`config.mk`:
```
export PLATFORM = sky130hd
export DESIGN_NAME = brk_ret_sel
export DESIGN_NICKNAME = d
export VERILOG_FILES = /design/src/rtl/brs_pkg.sv /design/src/rtl/brs_branch_track.sv /design/src/rtl/brs_lag_ctr.sv /design/src/rtl/brs_decide.sv /design/src/rtl/brk_ret_sel.sv
export SDC_FILE = /design/constraint.sdc
export NUM_CORES = 1
export LEC_CHECK = 0
export BUFFER_PORTS_ARGS = -buffer_cell sky130_fd_sc_hd__buf_2
export CAP_MARGIN = 5
export CORE_UTILIZATION = 25
export CTS_CLUSTER_DIAMETER = 200
export DETAILED_ROUTE_END_ITERATION = 12
export PLACE_DENSITY = 0.39
export SETUP_SLACK_MARGIN = 0.15
export SYNTH_ARGS = -nofsm -noshare
export SYNTH_HDL_FRONTEND = slang
export SYNTH_HIERARCHICAL = 1
export SYNTH_SLANG_ARGS = --single-unit
```
`constraint.sdc`:
```
create_clock -name clk -period 3.6 [get_ports clk]
set_clock_uncertainty 0.2 [all_clocks]
set_input_delay 0.72 -clock clk [delete_from_list [all_inputs] [get_ports clk]]
set_output_delay 0.72 -clock clk [all_outputs]
set_load 0.1 [all_outputs]
```
`src/rtl/brs_pkg.sv`:
```
package brs_pkg;

  typedef enum logic [1:0] {
    KIND_FETCH_PRE  = 2'b00,
    KIND_FETCH_POST = 2'b01,
    KIND_OPND_ADDR  = 2'b10,
    KIND_OPND_DATA  = 2'b11
  } hit_kind_e;

  typedef enum logic [2:0] {
    ACT_NONE,
    ACT_KILL,
    ACT_POST,
    ACT_AWAIT,
    ACT_COUNT
  } brk_act_e;

  typedef enum logic [2:0] {
    ST_IDLE,
    ST_COUNT,
    ST_AWAIT,
    ST_FIRE,
    ST_CLEAR
  } brk_state_e;

endpackage

```
`src/rtl/brs_branch_track.sv`:
```
module brs_branch_track #(
  parameter int AW = 32
) (
  input  logic          clk,
  input  logic          rst,
  input  logic          take,
  input  logic          is_branch,
  input  logic [AW-1:0] br_addr,
  input  logic [AW-1:0] br_target,
  output logic [AW-1:0] last_addr,
  output logic [AW-1:0] last_target
);

  always_ff @(posedge clk) begin
    if (rst) begin
      last_addr   <= '0;
      last_target <= '0;
    end else if (take && is_branch) begin
      last_addr   <= br_addr;
      last_target <= br_target;
    end
  end

endmodule

```
`src/rtl/brs_lag_ctr.sv`:
```
module brs_lag_ctr #(
  parameter int LW      = 3,
  parameter int LAG_MIN = 1,
  parameter int LAG_MAX = 6
) (
  input  logic          clk,
  input  logic          rst,
  input  logic          load,
  input  logic [LW-1:0] lag_in,
  input  logic          step,
  output logic          at_end
);

  localparam logic [LW-1:0] LO = LW'(LAG_MIN);
  localparam logic [LW-1:0] HI = LW'(LAG_MAX);

  logic [LW-1:0] cnt_q;
  logic [LW-1:0] lag_clamped;

  always_comb begin
    if (lag_in < LO)      lag_clamped = LO;
    else if (lag_in > HI) lag_clamped = HI;
    else                  lag_clamped = lag_in;
  end

  always_ff @(posedge clk) begin
    if (rst)                            cnt_q <= '0;
    else if (load)                      cnt_q <= lag_clamped;
    else if (step && cnt_q > LW'(1))    cnt_q <= cnt_q - LW'(1);
  end

  assign at_end = (cnt_q == LW'(1));

  p_lag_range_r6: assert property (@(posedge clk) disable iff (rst)
    cnt_q <= HI);

  p_lag_load_r6: assert property (@(posedge clk) disable iff (rst)
    load |=> (cnt_q >= LO && cnt_q <= HI));

  p_lag_hold_r10: assert property (@(posedge clk) disable iff (rst)
    (!load && !step) |=> $stable(cnt_q));

endmodule

```
`src/rtl/brs_decide.sv`:
```
module brs_decide
  import brs_pkg::*;
#(
  parameter int AW = 32
) (
  input  brk_state_e    state,
  input  logic [AW-1:0] slot_addr,
  input  logic [AW-1:0] slot_next,
  input  logic [AW-1:0] slot_target,
  input  logic          slot_is_branch,
  input  logic          slot_is_dslot,
  input  logic          slot_match,
  input  logic [1:0]    slot_kind,
  input  logic [AW-1:0] last_addr,
  input  logic [AW-1:0] last_target,
  input  logic [AW-1:0] await_target,
  input  logic          lag_end,
  output brk_act_e      act,
  output logic [AW-1:0] act_addr
);

  hit_kind_e kind;
  assign kind = hit_kind_e'(slot_kind);

  always_comb begin
    act      = ACT_NONE;
    act_addr = slot_addr;
    unique case (state)
      ST_IDLE: begin
        if (slot_match) begin
          unique case (kind)
            KIND_FETCH_PRE: begin
              act      = ACT_KILL;
              act_addr = slot_is_dslot ? last_addr : slot_addr;
            end
            KIND_FETCH_POST, KIND_OPND_ADDR: begin
              if (slot_is_branch) begin
                act      = ACT_AWAIT;
                act_addr = slot_target;
              end else if (slot_is_dslot) begin
                act      = ACT_POST;
                act_addr = last_target;
              end else begin
                act      = ACT_POST;
                act_addr = slot_next;
              end
            end
            KIND_OPND_DATA: begin
              act      = ACT_COUNT;
              act_addr = slot_addr;
            end
            default: act = ACT_NONE;
          endcase
        end
      end
      ST_COUNT: begin
        if (lag_end) begin
          if (slot_is_branch) begin
            act      = ACT_AWAIT;
            act_addr = slot_target;
          end else if (slot_is_dslot) begin
            act      = ACT_POST;
            act_addr = last_target;
          end else begin
            act      = ACT_KILL;
            act_addr = slot_addr;
          end
        end
      end
      ST_AWAIT: begin
        act      = ACT_POST;
        act_addr = await_target;
      end
      default: begin
        act      = ACT_NONE;
        act_addr = slot_addr;
      end
    endcase
  end

endmodule

```
`src/rtl/brk_ret_sel.sv`:
```
module brk_ret_sel
  import brs_pkg::*;
#(
  parameter int AW      = 32,
  parameter int LW      = 3,
  parameter int LAG_MIN = 1,
  parameter int LAG_MAX = 6
) (
  input  logic          clk,
  input  logic          rst,
  input  logic          in_valid,
  output logic          in_ready,
  input  logic [AW-1:0] slot_addr,
  input  logic [AW-1:0] slot_next,
  input  logic [AW-1:0] slot_target,
  input  logic          slot_is_branch,
  input  logic          slot_is_dslot,
  input  logic          slot_match,
  input  logic [1:0]    slot_kind,
  input  logic [LW-1:0] data_lag,
  output logic          brk_kill,
  output logic          brk_post,
  output logic [AW-1:0] spc_value,
  output logic          spc_we
);

  brk_state_e    state_q, state_d;
  brk_act_e      act;
  logic [AW-1:0] act_addr;
  logic [AW-1:0] tgt_q;
  logic [AW-1:0] last_addr, last_target;
  logic          take;
  logic          lag_end;
  logic          lag_load, lag_step;

  assign in_ready = (state_q == ST_IDLE) || (state_q == ST_COUNT) ||
                    (state_q == ST_AWAIT);
  assign take     = in_valid && in_ready;

  brs_branch_track #(.AW(AW)) u_track (
    .clk         (clk),
    .rst         (rst),
    .take        (take),
    .is_branch   (slot_is_branch),
    .br_addr     (slot_addr),
    .br_target   (slot_target),
    .last_addr   (last_addr),
    .last_target (last_target)
  );

  brs_decide #(.AW(AW)) u_decide (
    .state          (state_q),
    .slot_addr      (slot_addr),
    .slot_next      (slot_next),
    .slot_target    (slot_target),
    .slot_is_branch (slot_is_branch),
    .slot_is_dslot  (slot_is_dslot),
    .slot_match     (slot_match),
    .slot_kind      (slot_kind),
    .last_addr      (last_addr),
    .last_target    (last_target),
    .await_target   (tgt_q),
    .lag_end        (lag_end),
    .act            (act),
    .act_addr       (act_addr)
  );

  assign lag_load = take && (state_q == ST_IDLE) && (act == ACT_COUNT);
  assign lag_step = take && (state_q == ST_COUNT) && (act == ACT_NONE);

  brs_lag_ctr #(.LW(LW), .LAG_MIN(LAG_MIN), .LAG_MAX(LAG_MAX)) u_lag (
    .clk    (clk),
    .rst    (rst),
    .load   (lag_load),
    .lag_in (data_lag),
    .step   (lag_step),
    .at_end (lag_end)
  );

  always_comb begin
    state_d = state_q;
    unique case (state_q)
      ST_IDLE, ST_COUNT, ST_AWAIT: begin
        if (take) begin
          unique case (act)
            ACT_KILL, ACT_POST: state_d = ST_FIRE;
            ACT_AWAIT:          state_d = ST_AWAIT;
            ACT_COUNT:          state_d = ST_COUNT;
            default:            state_d = state_q;
          endcase
        end
      end
      ST_FIRE:  state_d = ST_CLEAR;
      ST_CLEAR: state_d = ST_IDLE;
      default:  state_d = ST_IDLE;
    endcase
  end

  always_ff @(posedge clk) begin
    if (rst) begin
      state_q <= ST_IDLE;
      tgt_q   <= '0;
    end else begin
      state_q <= state_d;
      if (take && (act == ACT_KILL || act == ACT_POST || act == ACT_AWAIT))
        tgt_q <= act_addr;
    end
  end

  assign brk_kill  = take && (act == ACT_KILL);
  assign brk_post  = take && (act == ACT_POST);
  assign spc_we    = (state_q == ST_FIRE);
  assign spc_value = tgt_q;

  p_kill_post_excl_r1: assert property (@(posedge clk) disable iff (rst)
    !(brk_kill && brk_post));

  p_decide_strobe_r1: assert property (@(posedge clk) disable iff (rst)
    (brk_kill || brk_post) |=> spc_we);

  p_strobe_single_r8: assert property (@(posedge clk) disable iff (rst)
    spc_we |=> (!spc_we && !in_ready));

  p_ready_back_r8: assert property (@(posedge clk) disable iff (rst)
    spc_we |=> ##1 in_ready);

  p_spc_hold_r8: assert property (@(posedge clk) disable iff (rst)
    spc_we |=> $stable(spc_value));

  p_no_decide_blocked_r8: assert property (@(posedge clk) disable iff (rst)
    !in_ready |-> !(brk_kill || brk_post));

  p_reset_clear_r9: assert property (@(posedge clk)
    rst |=> (!spc_we && in_ready));

endmodule

```
# After elaboration in Yosys (flattened, before gate mapping)
# Index checks and enable logic that the tools add are counted.
# totals
in_bits,107
elab_cells,69
output_inout_bits,36
reg_bits,102
# op_classes
mux,23
eq_ne,13
n_addsub,1
n_reduce_logical,23
n_bitwise,1
n_lt_le_gt_ge,3
# op_table
op,count
32-bit 2-to-1 mux,7
32-bit one-hot mux with 3 select lines,2
3-bit one-hot mux with 3 select lines,3
3-bit 2-to-1 mux,8
"3-bit by 2-bit equality test with 1-bit output, second input constant",4
1-bit logical AND,10
"3-bit by 1-bit equality test with 1-bit output, second input constant",3
3-bit zero test,2
3-bit one-hot mux with 2 select lines,1
"2-bit equality test, second input constant",2
1-bit logical OR,4
"4-bit by 3-bit != test with 1-bit output, second input constant",1
2-bit AND reduction,2
2-bit OR reduction,2
"3-bit equality test, second input constant",1
"3-bit by 1-bit greater-than comparator with 1-bit output, second input constant",1
"3-bit greater-than comparator, second input constant",1
"3-bit by 1-bit less-than comparator with 1-bit output, second input constant",1
3-bit OR reduction,1
"3-bit by 1-bit subtractor with 3-bit output, second input constant",1
"2-bit by 1-bit equality test with 1-bit output, second input constant",1
2-bit zero test,1
2-bit 2-to-1 mux,1
"2-bit != test, second input constant",1
3 further kinds,3

# Logic depth before layout (Yosys ltp)
# Gate-level depths: netlist of run 1.
# logic_depth
ltp_word,10
depth_mapped,13
depth_no_buf,11

# By module
# Netlist of run 1, hierarchy kept.
# by_module_without_submodules
mod,instances,seq_area_each_um2,area_per_inst_um2,cells_per_inst
brs_branch_track,1,1281.2,2787.7,291
brs_decide,1,0.0,2690.1,393
brk_ret_sel,1,700.7,1835.5,164
brs_lag_ctr,1,60.1,226.5,29

# Least setup slack after synthesis of run 1
# OpenSTA, ideal clock, no wires.
# synth_timing
path_type,input-to-output
start,in slot_is_dslot
end,out brk_post
path_buffers,3
stages,6
required_ps,2680
t_arrival_ps,4044
setup_slack_ps,-1364
path_cell_list,buf_2 -> buf_4 -> buf_1 -> nor2_1 -> o21ai_1 -> nor3b_1
# synth_via
elab_chain_len,6
# synth_lines
item,line,source
"start, declared",brk_ret_sel.sv:17,"input logic slot_is_dslot,"
2-bit 2-to-1 mux,brs_decide.sv:61,end else if (slot_is_dslot) begin
3-bit 2-to-1 mux,brs_decide.sv:58,if (slot_is_branch) begin
3-bit 2-to-1 mux,brs_decide.sv:57,if (lag_end) begin
3-bit one-hot mux with 3 select lines,brs_decide.sv:28,unique case (state)
via act[1],brk_ret_sel.sv:28,brk_act_e act;
3-bit by 2-bit equality test with 1-bit output,brk_ret_sel.sv:111,assign brk_post = take && (act == ACT_POST);
1-bit logical AND,brk_ret_sel.sv:111,
"end, declared",brk_ret_sel.sv:22,"output logic brk_post,"
# The timed path passes the listed nets, and every way through them passes these cells.

# Final worst setup path of run 1
# layout_timing
start,reg state_q[0]
end,out brk_kill
# layout_via
word_cells_on_any_way,9
cone_classes,eq/ne: 3; mux: 1; reduce/logical: 5
# layout_lines
item,line,source
"start, declared",brk_ret_sel.sv:27,"brk_state_e state_q, state_d;"
"start signal, assigned",brk_ret_sel.sv:104,state_q <= state_d;
"3-bit by 2-bit equality test with 1-bit output, or another cell as far along",brs_decide.sv:28,
3-bit one-hot mux with 3 select lines *,brs_decide.sv:28,
via act[0],brk_ret_sel.sv:28,
3-bit by 1-bit equality test with 1-bit output *,brk_ret_sel.sv:110,assign brk_kill = take && (act == ACT_KILL);
1-bit logical AND *,brk_ret_sel.sv:110,
"end, declared",brk_ret_sel.sv:21,"output logic brk_kill,"
# Mark *: on every way through the listed nets, which the timed path passes. The rest lies on a longest branch.

==> results of run 1 <==
[cells in the mapped netlist (18+ instances only)]
cell	instances	area (µm²)
o21ai_0	20	100.1
or2b_2	51	446.7
a21bo_1	56	560.5
nand2_1	79	296.5
a211oi_1	20	150.1
a2111o_1	18	202.7
nand3_1	65	325.3
o22ai_1	49	306.5
dfxtp_1	102	2042
mux2_1	20	225.2
clkbuf_1	24	90.09
mux2i_1	79	790.8
a21oi_1	88	440.4
buf_2	36	180.2
[state kept, by name, summed over array words and instances, names as in the netlist]
register / cells
spc_value: 32
state_q: 3
u_track/last_target: 32
u_track/last_addr: 32
u_lag/cnt_q: 3
[final timing paths]
check,start,to,cells past startpoint
setup / recovery,state_q[0],brk_kill,5
hold / removal,spc_value[23],spc_value[23],2
setup reg to reg,u_lag/cnt_q[1],u_lag/cnt_q[2],11
hold reg to reg,spc_value[23],spc_value[23],2
[tightest hold or removal path: cells and delay by family, from the launching register on]
kind             cells  cell delay (ns)
AND/OR/NAND/NOR      1             0.07
flip-flops           1             0.33
multiplexers         1             0.06
[where the power goes]
group	switching [W]	internal [W]
clock	0.000483	0.000791
sequential	0.0000678	0.00121
combinational	0.000910	0.000488
[logic make-up after synthesis]
kind of cell               count (synthesis)  synth area share (%)
adders and majority gates                  5                0.7966
muxes                                    110                 15.12
buffers and inverters                     95                 7.617
DFF                                      102                 27.08
and+or+nand+nor                          251                 19.60
AOI/OAI and AO/OA                        314                 29.79
[repair_timing]
| item | in CTS | in global routing |
|---|---|---|
| pin swaps | 0 | 1 |
| setup buffers | 0 | 0 |
| resized for setup | 1 | 2 |
| endpoints found under the setup margin | 1 | 2 |
[metal layers]
layer	track usage (%)	up-vias	share of wire, %
met5	0	-	0
met4	3.297	0	0.78
met3	2.035	11	4.5
met2	24.75	184	40
met1	29.89	3278	55
li1	-	3414	-
[per-stage QoR]
stage | total power [W] | setup slack, ns
2_1_floorplan | 0.002331 | 0.1109
3_3_place_gp | 0.002698 | 0.3904
3_5_place_dp | 0.002697 | 0.3310
4_1_cts | 0.003999 | 0.1624
5_1_grt | 0.004142 | 0.1528
6_report | 0.003951 | 0.3529
[area by class of cell]
| type | instances | area, µm² |
|---|---|---|
| fill | 3219 | 20670 |
| clock inverter | 5 | 128.9 |
| multi-input combinational | 680 | 4985 |
| inverter | 8 | 30.03 |
| sequential | 102 | 2042 |
| antenna | 1 | 2.502 |
| tap | 390 | 488.0 |
| timing repair buffer | 168 | 1044 |
| clock buffer | 11 | 252.7 |
==> impl_results.md, run 1 <==
* Status: completed
* Hold_ws at 0.2971 ns
* Most frequent cells in the layout: buf_2, dfxtp_1, a21oi_1
* CP Max Fanout at 9
* Syn. warnings at 6
* Row count at 63
* Setup crit end kind: output pin
* Final setup viols at 0
* Number of buffers and inverters on the critical path at 1
* Seq/Total Area, Yosys at 27.08%
* Share of cells above drive strength 1 at 28.64%
* Post-synth EDFFs at 0
* Initial antenna violation count at 1
* Detailed Place HPWL at 18490 µm
* Hold violation total from the final report at 0
* Placed cell areas at 8567 µm²
* R2R setup slack at 0.65 ns
* Drt drc at 0
* F_max at 308.0 MHz
* Via Count at 6887
* Yosys reg bits at 102
* Cell area after layout at 8972 µm²
* Cell family with most CP delay: simple AND/OR/NAND/NOR gates
* Arrival @ worst endpoint at 2.33 ns
* Slew Limit Fails at 0
* Initial Util at 25.44%
* First-pass GRT wire length at 42670 µm
* Ys async rst share at 0%
* Post-Route Utilization at 30.27%
* Synthesized area per cell at 8.597 µm²
* Synth-to-Final Area Change at 19.00%
* Critical path, cell by cell: nor3b_2, nand2_2, o221ai_4, nor3b_4, buf_12
* Worst slew pin tran at 1.156 ns
* Avg WL per Cell at 20.57 µm
* Core footprint at 29640 µm²
* Fin crit period at 3.247 ns
* Largest net degree at the start of global routing at 96
* Root Driver: clkbuf_16
* Worst min path class: flop to flop
* DRT Pass-1 Iters at 5
* Worst-path clk slew at 0.08 ns
* ANT nets after route at 0
* Data required time of the worst path at 2.68 ns
* Layout net count at 1080
* Vias in the first global route at 6437
* CTS H-tree lvls at 3
* GP Congestion at 0.7372
* Top Ports at 143
* Worst slew margin at 22.92%
* Pwr dens at 440.3 nW/µm²
* WL final at 28070 µm
* Clk sink count at 102
* Synth Net Count at 988
* Setup TNS at 0 ns
* Commonest non-fill, non-tap cell in the layout: buf_2
* Pleak at 3.655 nW
* Slowest Stage Delay on Critical Path at 0.52 ns
* Synth cell types at 56
* Die H at 175.7 µm
* Maximum clock insertion buffer count at 2
* Gr usage total at 18.24%
* Post-synth top flop: dfxtp_1
* Critical setup path kind: flop to output pin
* CTS tree: yes
* Die area at 30860 µm²
* Startpoint types: flop
* Die width at 175.7 µm
* CP max-delay cell: dfxtp_1
* Max VDD drop at 0.1983 mV
* RSZ-0062 raised after global routing: no
* Via density at 5.045
* Maxcap violations at 0
* Clock Latency Late Sink at 0.35 ns
* 1st-iter DRT viols at 557
* CTS Buf Count at 9
* Post-Syn Area at 7540 µm²
* Placed instance count at 1348
* Finished Layout Cells at 1365
* # hold bufs at CTS at 0
* Gr ovfl total at 0
* Port-buffer cells at 142
* Mapped Cells at 877
* Period utilisation layout at 90.20%
No activity file was read; power rests on OpenSTA's default activity.
==> run 2: changes to the inputs <==
--- a/config.mk
+++ b/config.mk
@@ -10,8 +10,9 @@
 export CORE_UTILIZATION = 25
 export CTS_CLUSTER_DIAMETER = 200
 export DETAILED_ROUTE_END_ITERATION = 12
-export PLACE_DENSITY = 0.39
+export PLACE_DENSITY = 0.42
 export SETUP_SLACK_MARGIN = 0.15
+export SKIP_LAST_GASP = 1
 export SYNTH_ARGS = -nofsm -noshare
 export SYNTH_HDL_FRONTEND = slang
 export SYNTH_HIERARCHICAL = 1
==> constraint.sdc (replaced) <==
create_clock -name clk -period 3.1 [get_ports clk]
set_clock_uncertainty 0.2 [all_clocks]
set_input_delay 0.62 -clock clk [delete_from_list [all_inputs] [get_ports clk]]
set_output_delay 0.62 -clock clk [all_outputs]
set_load 0.1 [all_outputs]
==> run 2 against run 1 <==
Compared with the run above:
- combinational power increased by 17%
- utilization rose by 0.43 points
- clock power decreased by 6%
- critical path depth is 4 higher
- worst hold slack worse by 0.0064 ns
==> impl_results.md, run 2 (same netlist as run 1, synthesis figures left out) <==
* Vias in the first global route at 6757
* ANT nets after route at 0
* Fillers at 3272
* RSZ-0062 raised after global routing: no
* Switching power share of the total at 38.83%
* Period utilisation layout at 90.51%
* CTS tree: yes
* Pwr dens at 477.1 nW/µm²
* Max VDD drop at 0.1863 mV
* Worst min path class: flop to flop
* Path depth of the worst reg2reg path at 11
* Finished Layout Cells at 1377
* Slowest Stage Delay on Critical Path at 0.34 ns
* Setup TNS at 0 ns
* Hold Startpoint: spc_value[29]
* Final setup viols at 0
* Cell area after layout at 9100 µm²
* Switching power at 0.001686 W
* First-pass GRT wire length at 40270 µm
* Die width at 175.7 µm
* Worst-path clk slew at 0.08 ns
* Clock Latency Late Sink at 0.36 ns
* Synth-to-Final Area Change at 20.69%
* Initial Util at 25.44%
* PnR worst setup slack at 0.2943 ns
* F_max at 356.4 MHz
* Pint at 0.002656 W
* R2R setup slack at 0.55 ns
* Initial antenna violation count at 3
* Most frequent cells in the layout: buf_2, dfxtp_1, a21oi_1
* Critical setup path kind: flop to output pin
* Pleak at 3.703 nW
* Comb pwr share at 37.9%
* Placed cell areas at 8740 µm²
* Critical path, cell by cell: inv_2, ha_4, nand2b_4, inv_4, nand2_2, o221ai_4, buf_6, nor3b_4, buf_12
* DRT Pass-1 Iters at 5
* Maximum clock insertion buffer count at 2
* GP Congestion at 0.7573
* CP Max Fanout at 5
* Cell family with most CP delay: buffers and inverters
* Via Count at 6978
* Post-Route Utilization at 30.70%
* End of the worst hold path: spc_value[29]
* Drt drc at 0
* Row count at 63
* FF/Latch Area at 2056 µm²
* Gr usage total at 16.83%
* CTS H-tree lvls at 3
* Uppermost layer routed: met5
* Worst slew pin tran at 1.066 ns
* Core footprint at 29640 µm²
* Maxcap violations at 0
* Hold violation total from the final report at 0
* Reg-to-Reg End: u_lag/cnt_q[2]
* Port-buffer cells at 142
* Worst slew margin at 28.95%
* Met3 wire len at 938 µm
* WL final at 25790 µm
* Arrival @ worst endpoint at 1.99 ns
* Number of buffers and inverters on the critical path at 4
* Clk sink count at 102
* Startpoint types: flop
* Gr ovfl total at 0
* CP max-delay cell: dfxtp_2
* Detailed Place HPWL at 16580 µm
* Place WS at 0.1306 ns
* Avg WL per Cell at 18.73 µm
* Data required time of the worst path at 2.28 ns
* Layout net count at 1092
* Met1 Wirelength at 13160 µm
* Clock group share of total power at 27.7%
* Routed wl met2 at 11380 µm
* Setup crit end kind: output pin
* Slew Limit Fails at 0
* Reg2reg start: u_lag/cnt_q[1]
* Status: completed
* Hold Path Depth at 2
* 1st-iter DRT viols at 420
* Fin crit period at 2.806 ns
* Top Ports at 143
* CTS Buf Count at 9
* Die H at 175.7 µm
* Via density at 5.068
* Multi-input logic area at 5036 µm²
* Root Driver: clkbuf_16
* Die area at 30860 µm²
* Sequential share of power at 34.4%
* Share of cells above drive strength 1 at 30.83%
* Commonest non-fill, non-tap cell in the layout: buf_2
* Placed instance count at 1354
* Largest net degree at the start of global routing at 82
run 2: routing by layer:
layer  track usage, %  vias up
met5                0        -
met4            4.384        4
met3            2.186       21
met2            25.77      166
met1            24.55     3344
li1                 -     3443
run 2: worst max path at each step:
stage                              start        endpoint  slack (ns)  depth (start not counted)
final                     u_lag/cnt_q[1]        brk_kill        0.29                          9
after global routing          state_q[2]        brk_kill        0.16                          6
after CTS                 u_lag/cnt_q[1]        brk_kill        0.18                          9
after detailed placement    slot_kind[0]  u_lag/cnt_q[2]        0.13                         10
after global placement      slot_kind[0]  u_lag/cnt_q[2]        0.20                         10
after floorplan            slot_is_dslot        brk_kill        0.09                          5
run 2: final cells by class:
class | instances | share of cell area [%]
Antenna cell | 1 | 0.02750
Inverter | 8 | 0.3575
Clock inverter | 2 | 0.1512
Multi-Input combinational cell | 680 | 55.34
Clock buffer | 14 | 3.121
Timing Repair Buffer | 180 | 13.05
Sequential cell | 102 | 22.59
Tap cell | 390 | 5.362
run 2: metrics by stage:
step | power [W] | hold slack [ns]
floorplan | 0.002735 | 0.3475
global placement | 0.003143 | 0.2801
detailed placement | 0.003147 | 0.2893
CTS | 0.004386 | 0.2950
global route | 0.004572 | 0.3210
finish | 0.004342 | 0.2907
run 2: power groups by stage:
stage / logic (W) / clock network (W) / registers [W]
2_1_floorplan: 0.000909 / 0 / 0.00183
3_3_place_gp: 0.00161 / 0 / 0.00153
3_5_place_dp: 0.00162 / 0 / 0.00153
4_1_cts: 0.00163 / 0.00126 / 0.00150
5_1_grt: 0.00176 / 0.00130 / 0.00151
6_report: 0.00164 / 0.00120 / 0.00149
run 2: timing repair:
item	4_1_cts	5_1_grt
pin swaps	1	1
endpoints found under the setup margin	1	2
buffers inserted	1	5
gates resized for setup	1	5
hold buffers	0	0
run 2: worst register-to-register path, stage by stage (launching register included):
cell	delay (ns)
dfxtp_2	0.36
inv_2	0.06
ha_4	0.17
nand2b_4	0.09
inv_4	0.06
a22oi_2	0.22
o221ai_4	0.13
nor4_1	0.21
and4b_2	0.29
nand2_1	0.07
or4_4	0.41
a221oi_2	0.21
==> run 3: changes to the inputs <==
--- a/config.mk
+++ b/config.mk
@@ -5,12 +5,12 @@
 export SDC_FILE = /design/constraint.sdc
 export NUM_CORES = 1
 export LEC_CHECK = 0
-export BUFFER_PORTS_ARGS = -buffer_cell sky130_fd_sc_hd__buf_2
 export CAP_MARGIN = 5
 export CORE_UTILIZATION = 25
 export CTS_CLUSTER_DIAMETER = 200
 export DETAILED_ROUTE_END_ITERATION = 12
-export PLACE_DENSITY = 0.42
+export DONT_BUFFER_PORTS = 1
+export PLACE_DENSITY = 0.38
 export SETUP_SLACK_MARGIN = 0.15
 export SKIP_LAST_GASP = 1
 export SYNTH_ARGS = -nofsm -noshare
==> run 3 against run 2 <==
Compared with the run above:
- total power down 3.6%
- routed wire length grew 1.8%
- flip-flop and latch count unchanged
- via count is 6.7% lower
- die area did not move
- clock power hardly changed
- sequential power hardly changed
- worst hold slack got worse by 0.18 ns
- critical path depth down 3
- critical path type unchanged
- critical endpoint unchanged
- highest routed layer unchanged
==> impl_results.md, run 3 (same netlist as run 1, synthesis figures left out) <==
* Die width at 175.7 µm
* Clock Latency Late Sink at 0.36 ns
* Port-buffer cells at 0
* Data required time of the worst path at 2.28 ns
* Path depth of the worst reg2reg path at 11
* Layout net count at 976
* Critical setup path kind: flop to output pin
* Synth-to-Final Area Change at 12.86%
* Final setup viols at 0
* Setup TNS at 0 ns
* 1st-iter DRT viols at 415
* GP Congestion at 0.7510
* WL final at 26250 µm
* CTS H-tree lvls at 3
* Hold Path Depth at 1
* Slew Limit Fails at 0
* Row count at 63
* Via Count at 6508
* Worst min path class: input port to flop
* Die area at 30860 µm²
* FF/Latch Area at 2056 µm²
* Drt drc at 0
* Gr ovfl total at 0
* First-pass GRT wire length at 39770 µm
* Switching power share of the total at 37.48%
* Hold Startpoint: rst
* Initial antenna violation count at 3
* CP Max Fanout at 7
* Pwr dens at 491.9 nW/µm²
* Maxcap violations at 0
* Max VDD drop at 0.1925 mV
* Fin crit period at 2.836 ns
* Fillers at 3247
* Status: completed
* Largest net degree at the start of global routing at 164
* Clock group share of total power at 29.0%
* Commonest non-fill, non-tap cell in the layout: dfxtp_1
* Vias in the first global route at 6298
* Gr usage total at 16.80%
* Startpoint types: flop
* Arrival @ worst endpoint at 2.02 ns
* Initial Util at 25.44%
* RSZ-0062 raised after global routing: yes
* Die H at 175.7 µm
* Reg-to-Reg End: u_lag/cnt_q[2]
* Share of cells above drive strength 1 at 21.72%
* Core footprint at 29640 µm²
* CTS Buf Count at 9
* Pleak at 3.218 nW
* Top Ports at 143
* Worst slew margin at 32.56%
* Clk sink count at 102
* Worst-path clk slew at 0.08 ns
* DRT Pass-1 Iters at 5
* End of the worst hold path: u_lag/cnt_q[1]
* Hold violation total from the final report at 0
* # hold bufs at CTS at 0
* F_max at 352.7 MHz
* Avg WL per Cell at 20.82 µm
* R2R setup slack at 0.46 ns
* Maximum clock insertion buffer count at 2
* Multi-input logic area at 5049 µm²
* Comb pwr share at 35.3%
* Pint at 0.002617 W
* Detailed Place HPWL at 15570 µm
* ANT nets after route at 0
* Period utilisation layout at 91.47%
* CTS tree: yes
* Root Driver: clkbuf_16
* Switching power at 0.001569 W
* Most frequent cells in the layout: dfxtp_1, a21oi_1, mux2i_1
* Final Power at 0.004186 W
* Post-Route Utilization at 28.71%
* Worst slew pin tran at 1.010 ns
* Via density at 5.161
* Setup crit end kind: output pin
* Reg2reg start: u_lag/cnt_q[1]
* Sequential share of power at 35.7%
## run 3: cell types whose count changed in the layout (fill, tap and decap cells not counted), sizes merged
cell,before,now
clkbuf,14,10
inv,8,10
buf,180,63
clkinv,2,3
clkinvlp,0,1
bufinv,0,1
## run 3: power groups by stage
stage                     registers, W  clock network [W]  logic (W)
final                          0.00150            0.00121    0.00148
after CTS                      0.00150            0.00127    0.00145
after global routing           0.00151            0.00131    0.00157
after detailed placement       0.00153                  0    0.00144
after floorplan                0.00183                  0   0.000909
after global placement         0.00153                  0    0.00144
## run 3: how the worst max path moves through the flow
stage	start	to	slack (ns)
3_5_place_dp	slot_kind[0]	u_lag/cnt_q[2]	0.18
4_1_cts	u_lag/cnt_q[1]	brk_kill	0.16
3_3_place_gp	slot_kind[0]	u_lag/cnt_q[2]	0.25
6_report	state_q[1]	brk_kill	0.26
5_1_grt	state_q[0]	brk_kill	0.14
2_1_floorplan	slot_is_dslot	brk_kill	0.09
## run 3: area by class of cell
type                       count  area share, %
inverter                       8         0.4411
timing repair buffer          64          6.837
clock inverter                 7         0.8234
sequential                   102          24.16
multi-input combinational    680          59.33
tap                          390          5.734
clock buffer                   9          2.647
antenna                        1        0.02941
## run 3: per-stage QoR
step	instances	cell area, µm²	worst slack, ns	hold WS (ns)
floorplan	877	7724	0.08637	0.3475
global placement	1234	8114	0.2455	0.3569
detailed placement	1234	8114	0.1803	0.3539
CTS	1251	8423	0.1556	0.1052
global route	1261	8509	0.1435	0.09568
finish	1261	8509	0.2644	0.1144
## run 3: worst max-delay path: stages, from the launching register on
cell,delay (ns)
dfxtp_4,0.38
nor4b_4,0.40
a22oi_2,0.12
o221ai_4,0.17
buf_6,0.16
nor3b_4,0.22
buf_12,0.20
## run 3: what timing repair did
item | CTS | global route
pin swaps | 1 | 3
gates resized for setup | 3 | 6
setup endpoints to repair | 2 | 2
buffers inserted | 1 | 9
## run 3: per-layer routing
layer / up-vias / routed length, µm / GRT usage, %
met5: - / 13 / 0
met4: 2 / 289 / 4.058
met3: 22 / 1482 / 4.091
met2: 136 / 11970 / 26.28
met1: 3143 / 12490 / 22.99
li1: 3205 / - / -
